File: src/rtl/mdio_dword_bridge.sv
module mdio_dword_bridge #(
  parameter logic [4:0] PHY_ADDR = 5'd1,
  parameter int         PRE_LEN  = 32
) (
  input  logic        clk,
  input  logic        rst_n,
  input  logic        reset_active,
  input  logic        mdc,
  input  logic        mdio_i,
  output logic        mdio_o,
  output logic        mdio_oe,
  output logic [3:0]  reg_idx,
  output logic        reg_rd,
  input  logic [31:0] reg_rdata,
  input  logic        reg_valid,
  output logic        reg_wr,
  output logic [31:0] reg_wdata
);

  localparam int PW = $clog2(PRE_LEN + 1);

  typedef enum logic [2:0] {S_IDLE, S_START, S_HDR, S_TA, S_WDATA, S_RDATA} st_t;

  st_t         st;
  logic        m1, m2, d1;
  logic [PW-1:0] pre_cnt;
  logic [4:0]  cnt;
  logic [11:0] hdr;
  logic        is_rd, half, rd_load;
  logic [15:0] wsh, wbuf;
  logic [16:0] rsh;
  logic        wpend, whalf, rpend, rhalf;
  logic [31:0] rlatch;

  wire rise = m1 & ~m2;
  wire fall = ~m1 & m2;
  wire [11:0] hdr_n = {hdr[10:0], d1};
  wire [15:0] wd_n  = {wsh[14:0], d1};
  wire        hdr_ok = (hdr_n[11:10] == 2'b10 || hdr_n[11:10] == 2'b01) &&
                       hdr_n[9:5] == PHY_ADDR;
  wire [31:0] snap  = reg_valid ? reg_rdata : 32'h0;
  wire        from_latch = rpend & (rhalf != half);

  assign reg_rd = rd_load & ~reset_active & ~from_latch;

  always_ff @(posedge clk or negedge rst_n) begin
    if (!rst_n) begin
      st <= S_IDLE;
      m1 <= 1'b1; m2 <= 1'b1; d1 <= 1'b1;
      pre_cnt <= '0; cnt <= '0; hdr <= '0;
      is_rd <= 1'b0; half <= 1'b0; rd_load <= 1'b0;
      wsh <= '0; wbuf <= '0; rsh <= '0;
      wpend <= 1'b0; whalf <= 1'b0; rpend <= 1'b0; rhalf <= 1'b0;
      rlatch <= '0;
      mdio_o <= 1'b0; mdio_oe <= 1'b0;
      reg_idx <= '0; reg_wr <= 1'b0; reg_wdata <= '0;
    end else begin
      m1 <= mdc; m2 <= m1; d1 <= mdio_i;
      reg_wr <= 1'b0;

      if (rd_load) begin
        rd_load <= 1'b0;
        if (reset_active) begin
          rsh <= '0;
        end else if (from_latch) begin
          rsh   <= {1'b0, half ? rlatch[31:16] : rlatch[15:0]};
          rpend <= 1'b0;
        end else begin
          rlatch <= snap;
          rsh    <= {1'b0, half ? snap[31:16] : snap[15:0]};
          rpend  <= 1'b1;
          rhalf  <= half;
        end
      end

      case (st)
        S_IDLE: if (rise) begin
          if (d1) begin
            if (pre_cnt != PW'(PRE_LEN)) pre_cnt <= pre_cnt + 1'b1;
          end else if (pre_cnt == PW'(PRE_LEN)) begin
            st <= S_START;
            pre_cnt <= '0;
          end else begin
            pre_cnt <= '0;
          end
        end
        S_START: if (rise) begin
          cnt <= '0;
          st  <= d1 ? S_HDR : S_IDLE;
        end
        S_HDR: if (rise) begin
          hdr <= hdr_n;
          cnt <= cnt + 1'b1;
          if (cnt == 5'd11) begin
            cnt <= '0;
            if (hdr_ok) begin
              st      <= S_TA;
              is_rd   <= hdr_n[11];
              half    <= hdr_n[0];
              reg_idx <= hdr_n[4:1];
              rd_load <= hdr_n[11];
            end else begin
              st <= S_IDLE;
            end
          end
        end
        S_TA: if (rise) begin
          cnt <= cnt + 1'b1;
          if (is_rd) begin
            st <= S_RDATA;
            cnt <= '0;
          end else if (cnt == 5'd1) begin
            st <= S_WDATA;
            cnt <= '0;
          end
        end
        S_WDATA: if (rise) begin
          wsh <= wd_n;
          cnt <= cnt + 1'b1;
          if (cnt == 5'd15) begin
            st <= S_IDLE;
            if (!reset_active) begin
              if (!wpend) begin
                wbuf  <= wd_n;
                whalf <= half;
                wpend <= 1'b1;
              end else if (whalf != half) begin
                reg_wr    <= 1'b1;
                reg_wdata <= half ? {wd_n, wbuf} : {wbuf, wd_n};
                wpend     <= 1'b0;
              end
            end
          end
        end
        S_RDATA: if (fall) begin
          if (cnt < 5'd17) begin
            mdio_oe <= 1'b1;
            mdio_o  <= rsh[16];
            rsh     <= {rsh[15:0], 1'b0};
            cnt     <= cnt + 1'b1;
          end else begin
            mdio_oe <= 1'b0;
            mdio_o  <= 1'b0;
            st      <= S_IDLE;
          end
        end
        default: st <= S_IDLE;
      endcase

      if (reset_active) begin
        wpend <= 1'b0;
        rpend <= 1'b0;
      end
    end
  end

endmodule

File: config.mk
export PLATFORM = sky130hd
export DESIGN_NAME = mdio_dword_bridge
export DESIGN_NICKNAME = d
export VERILOG_FILES = /design/src/rtl/mdio_dword_bridge.sv
export SDC_FILE = /design/constraint.sdc
export NUM_CORES = 1
export LEC_CHECK = 0
export CORE_MARGIN = 2
export CORE_UTILIZATION = 30
export CTS_BUF_LIST = sky130_fd_sc_hd__clkbuf_8
export CTS_CLUSTER_SIZE = 12
export DETAILED_ROUTE_END_ITERATION = 16
export GPL_TIMING_DRIVEN = 0
export PLACE_DENSITY = 0.49
export RECOVER_POWER = 100
export SYNTH_ARGS = -nofsm -noshare
export SYNTH_HDL_FRONTEND = slang
export SYNTH_SLANG_ARGS = --single-unit
File: constraint.sdc
create_clock -name clk -period 2.69 [get_ports clk]
set_input_delay 0.538 -clock clk [delete_from_list [all_inputs] [get_ports clk]]
set_output_delay 0.538 -clock clk [all_outputs]
set_load 0.02 [all_outputs]
Word level (Yosys, flattened, before mapping)
Index checks and enable logic that the tools add are counted.
{ "word_totals": {"reg_bits": 154, "latchBits": 0, "ramBits": 0, "romBits": 0, "in_bits": 38, "out_inout_bits": 40, "word_cells": 143, "memories": 0} }
{ "classes": {"add_sub_neg": 2, "multipliers": 0, "div": 0, "magnitude_cmp": 1, "eq_ne": 29, "shifts": 0, "muxes": 59, "bitwise_logic": 10, "n_reduce_logical": 19} }
{ "op_table": {"columns": ["op", "count"], "rows": [
  ["$mux W17", 4],
  ["$mux W16", 4],
  ["$mux W32", 2],
  ["$mux W5", 9],
  ["$mux W3", 13],
  ["$pmux W5 S5", 1],
  ["$ne A2 B2 Y1 const B", 12],
  ["$mux W1", 21],
  ["$pmux W3 S6", 1],
  ["$mux W6", 2],
  ["$reduce_and A12 Y1", 1],
  ["$eq A5 B1 Y1 const B", 2],
  ["$eq A5 B4 Y1 const B", 2],
  ["$reduce_and A3 Y1", 3],
  ["$reduce_bool A2 Y1", 4],
  ["$reduce_and A7 Y1", 1],
  ["$add A6 B1 Y6 const B", 1],
  ["$eq A3 B2 Y1 const B", 2],
  ["$eq A3 B3 Y1 const B", 2],
  ["$eq A6 B6 Y1 const B", 1],
  ["$ne A6 B6 Y1 const B", 1],
  ["$reduce_and A2 Y1", 3],
  ["$reduce_and A6 Y1", 1],
  ["$add A5 B1 Y5 const B", 1],
  ["16 further kinds", 26]
]} }

Depth between registers and ports, before layout
Gate-level depths: netlist (run 1).
{ "depth": {"ltp_word": 8, "depth_mapped": 9, "mapped_depth_nobuf": 7} }

Worst setup path before layout (run 1)
OpenSTA, ideal clock, no wires.
{ "synth_path": {"path_kind": "register -> output", "from": "register half", "to": "output reg_rd", "t_arrival_ps": 1496, "required_ps": 2152, "path_slack_ps": 656, "path_stages_with_launch": 9, "path_buffers": 4, "path_cell_list": "dfrtp_1 buf_2 xor2_1 and2_1 buf_2 nand2b_4 buf_6 buf_2 inv_1"} }
{ "synth_via": {"elab_chain_len": 4} }
{ "synth_lines": {"columns": ["element", "line_no", "text"], "rows": [
  ["from (decl)", "29", "logic is_rd, half, rd_load;"],
  ["from (signal assigned)", "99", "half <= hdr_n[0];"],
  ["$ne A1 B1 Y1", "42", "wire from_latch = rpend & (rhalf != half);"],
  ["$and A1 B1 Y1", "42", null],
  ["$not A1 Y1 (no source line)", null, null],
  ["$and A1 B1 Y1", "44", "assign reg_rd = rd_load & ~reset_active & ~from_latch;"],
  ["to (decl)", "13", "output logic reg_rd,"]
]} }
Every way passes these cells.

Final worst setup path (run 1)
Ends and elaborated chain as after synthesis.

==> flow_summary.toml, run 1 <==
[outcome]
status = "finished, violations left"
violations = "capacitance limit, slew limit"

[pwr]
ir_worst_vdd_v = 0.000214
power.density_nw_per_um2 = 488
power_leakage_nw = 3.84

[critical_path]
cp_num_cells = 8
path_class = "flip-flop to output pin"
critPathBufInv = 5
arrival_ns = 2.01
endpoint_kind = "output pin"
crit_path_frequent_cell = "buf_2"
rr_worst_depth = 8
start_kind = "flip-flop"
rrSetupSlack_ns = 0.26
critPathSlowestCell = "dfrtp_1"
cp_cell_sequence = "buf_4 > xor2_2 > and2_0 > buf_2 > nand2b_4 > buf_12 > inv_1 > buf_2"
cpPeakStageDelay_ns = 0.37
timing.rr.end = "reg_wdata[16]"
crit_required_ns = 2.15
cp_max_fo = 19
reg2reg_from = "cnt[0]"
critPathTopFamily = "buffers and inverters"

[drt]
vias = 5264
drc = 0
drt_iter0_drc = 261
wl_per_cell_um = 15.5
avgViaCountPerCell = 4.67
dr.pass1.iters = 4
drt-total-wl_um = 17400
ant_nets = 0

[placed_design]
place_hpwl_um = 12200
place_congestion = 0.767
dp_slack_ns = -0.642
port_buffers = 77

[logic_synthesis]
netlist_instances = 693
syn_nets = 736
yosysSeqAreaShare = 0.523
ys_warn_count = 0
avgSynthCellArea_um2 = 10.6
synth_top_area_cell = "dfrtp_1"
synth_top_area_share = 0.513
postSynth.asyncResetShare = 1.00
ys_top_cells_by_area = "dfrtp_1 51%, mux2i_1 9.0%, mux2_2 7.2%"
synth_seq_cells = 154
ys.flop_type = "dfrtp_1"
synthDistinctLibCells = 60
synth_edf_count = 0
synth_area_um2 = 7370

[floorplanning]
rows = 57
pin_count = 78
die_height_um = 161
initial_core_util = 0.304
dieArea_um2 = 25800
core_area_um2 = 24200
die_x_um = 161

[worst_hold_path]
hp-start = "m1"
holdPathEnd = "m2"
hp-class = "flip-flop to flip-flop"
hold_depth = 0

[clock_network]
clock-root-buffer = "clkbuf_8"
insertion_delay_ns = 0.46
cts_tree = "done"
cts_buffers = 17
clkTransAtPathRegs_ns = 0.08
cts_buffer_depth = 2
post_cts_buffers = 0
cts_hold_buf = 0
htreeDepth = 4
numClockSinks = 154

[sta]
max_clock_freq_mhz = 393
hold_violations = 0
finalClockSkew_ns = 0.0175
worst_pin_slew_ns = 2.13
fin_ws_ns = 0.146
hold_ws_ns = 0.438
report.final.slew_viol_count = 94
max_slew_margin = -0.422
rsz0062_at_grt = "no"
setup_viol = 0
setup-tns-final_ns = 0
finalCriticalPeriod_ns = 2.54
finalCritPeriodShare = 0.946

[job]
drv_cap = 1

[layout]
layout_common_cells = "151 x dfrtp_1, 96 x nand2_1, 66 x mux2i_1, 56 x nor2_1, 47 x mux2_2"
nets = 832
fillers = 2501
drive_above_1_share = 0.146
diodes = 0
final_common_cell = "dfrtp_1"
area_growth_pct = 21.1

[global_route]
grt_pass1_vias = 5351
antenna_found_initial = 0
overflow = 0
grt_max_degree = 94
grt_use_total = 0.141
grt_pass1_wl_um = 28700
==> how the worst max path moves through the flow <==
stage	from	to	slack (ns)
global placement	rst_n	rlatch[5]	-5.70
CTS	half	reg_rd	0.01
detailed placement	reset_active	reg_rd	-0.64
global route	half	reg_rd	0.02
floorplan	half	reg_rd	0.66
finish	half	reg_rd	0.15
==> logic make-up (layout without fill, tap and decap cells) <==
| family | after synthesis | after routing | synth area share |
|---|---|---|---|
| simple gates | 228 | 228 | 0.151 |
| flops | 154 | 154 | 0.523 |
| compound gates | 135 | 135 | 0.112 |
| mux | 114 | 114 | 0.163 |
| buf+inv | 54 | 163 | 0.0380 |
| fa+ha+maj | 5 | 5 | 0.00849 |
| xor+xnor | 3 | 3 | 0.00356 |
==> through the flow <==
stage | area, µm² | power (mW) | cells | util
floorplan | 7370 | 2.44 | 693 | -
global placement | 8550 | 2.58 | 1094 | 0.353
detailed placement | 8580 | 2.58 | 1095 | 0.354
CTS | 9000 | 4.43 | 1126 | 0.371
global route | 8930 | 4.56 | 1126 | 0.368
finish | 8930 | 4.35 | 1126 | 0.368
==> cell usage after synthesis, types with 3 or more instances <==
cell,count
a21oi_1,38
a31oi_1,16
and2_1,3
and3_1,4
buf_2,20
buf_4,5
buf_6,4
clkbuf_1,16
dfrtp_1,151
dfstp_2,3
ha_1,5
inv_1,8
mux2_2,47
mux2i_1,66
nand2_1,95
nand2b_1,19
nand3_1,6
nor2_1,56
nor2b_1,21
nor3_1,5
o211ai_1,16
o21ai_0,41
o22ai_1,5
==> report_power, final <==
| part | total [mW] | switching (mW) | leakage (nW) | internal [mW] |
|---|---|---|---|---|
| logic | 0.188 | 0.109 | 1.59 | 0.0793 |
| registers | 2.33 | 0.0108 | 2.06 | 2.32 |
| clock network | 1.83 | 0.915 | 0.203 | 0.917 |
| total | 4.35 | 1.03 | 3.84 | 3.32 |
==> per-layer routing <==
layer / wire [µm] / vias up / track usage
met1: 8810 / 2548 / 0.195
li1: - / 2603 / -
met4: 291 / 0 / 0.0463
met5: 0 / - / 0
met3: 501 / 18 / 0.0258
met2: 7830 / 95 / 0.223
==> final cells by class <==
type	instances	area, µm²	area share
plain buffers	45	239	0.0268
clock buffers	17	234	0.0262
clock inverters	15	179	0.0200
inverters	8	30.0	0.00336
multi-input cells	485	3210	0.360
flip-flops and latches	154	3860	0.432
well taps	324	405	0.0454
repair buffers	78	772	0.0865
==> flip-flops by register name, summed over array words and instances (netlist names), 3 cells and up <==
register and flops:
reg_wdata 32, hdr 11, reg_idx 4, wsh 15, wbuf 16, rsh 17
cnt 5, st 3, rlatch 32, pre_cnt 6
==> worst register-to-register path: cells and delay by family, from the launching register on <==
family                     cells  cell delay [ns]
adders and majority gates      2             0.46
buffers and inverters          2             0.67
AOI/OAI and AO/OA              1             0.14
DFF                            1             0.43
and+or+nand+nor                3             0.60
==> timing repair <==
action	CTS	global route
setup endpoints to repair	1	1
gates cloned	0	0
endpoints found under the hold margin	0	0
gates resized for setup	7	2
pin swaps	0	0
Note: power is estimated with default switching activity, not from simulation.
==> run 2, diff against run 1 <==
--- a/config.mk
+++ b/config.mk
@@ -5,6 +5,7 @@
 export SDC_FILE = /design/constraint.sdc
 export NUM_CORES = 1
 export LEC_CHECK = 0
+export CAP_MARGIN = 20
 export CORE_MARGIN = 2
 export CORE_UTILIZATION = 30
 export CTS_BUF_LIST = sky130_fd_sc_hd__clkbuf_8
==> results of run 2 <==
The final DEF is identical to that of run 1; final timing and power are the same.
==> run 3, diff against run 2 <==
--- a/config.mk
+++ b/config.mk
@@ -11,7 +11,9 @@
 export CTS_BUF_LIST = sky130_fd_sc_hd__clkbuf_8
 export CTS_CLUSTER_SIZE = 12
 export DETAILED_ROUTE_END_ITERATION = 16
+export GPL_ROUTABILITY_DRIVEN = 0
 export GPL_TIMING_DRIVEN = 0
+export HOLD_SLACK_MARGIN = 0.05
 export PLACE_DENSITY = 0.49
 export RECOVER_POWER = 100
 export SYNTH_ARGS = -nofsm -noshare
==> results of run 3 <==
The final DEF is identical to that of run 1; final timing and power are the same.
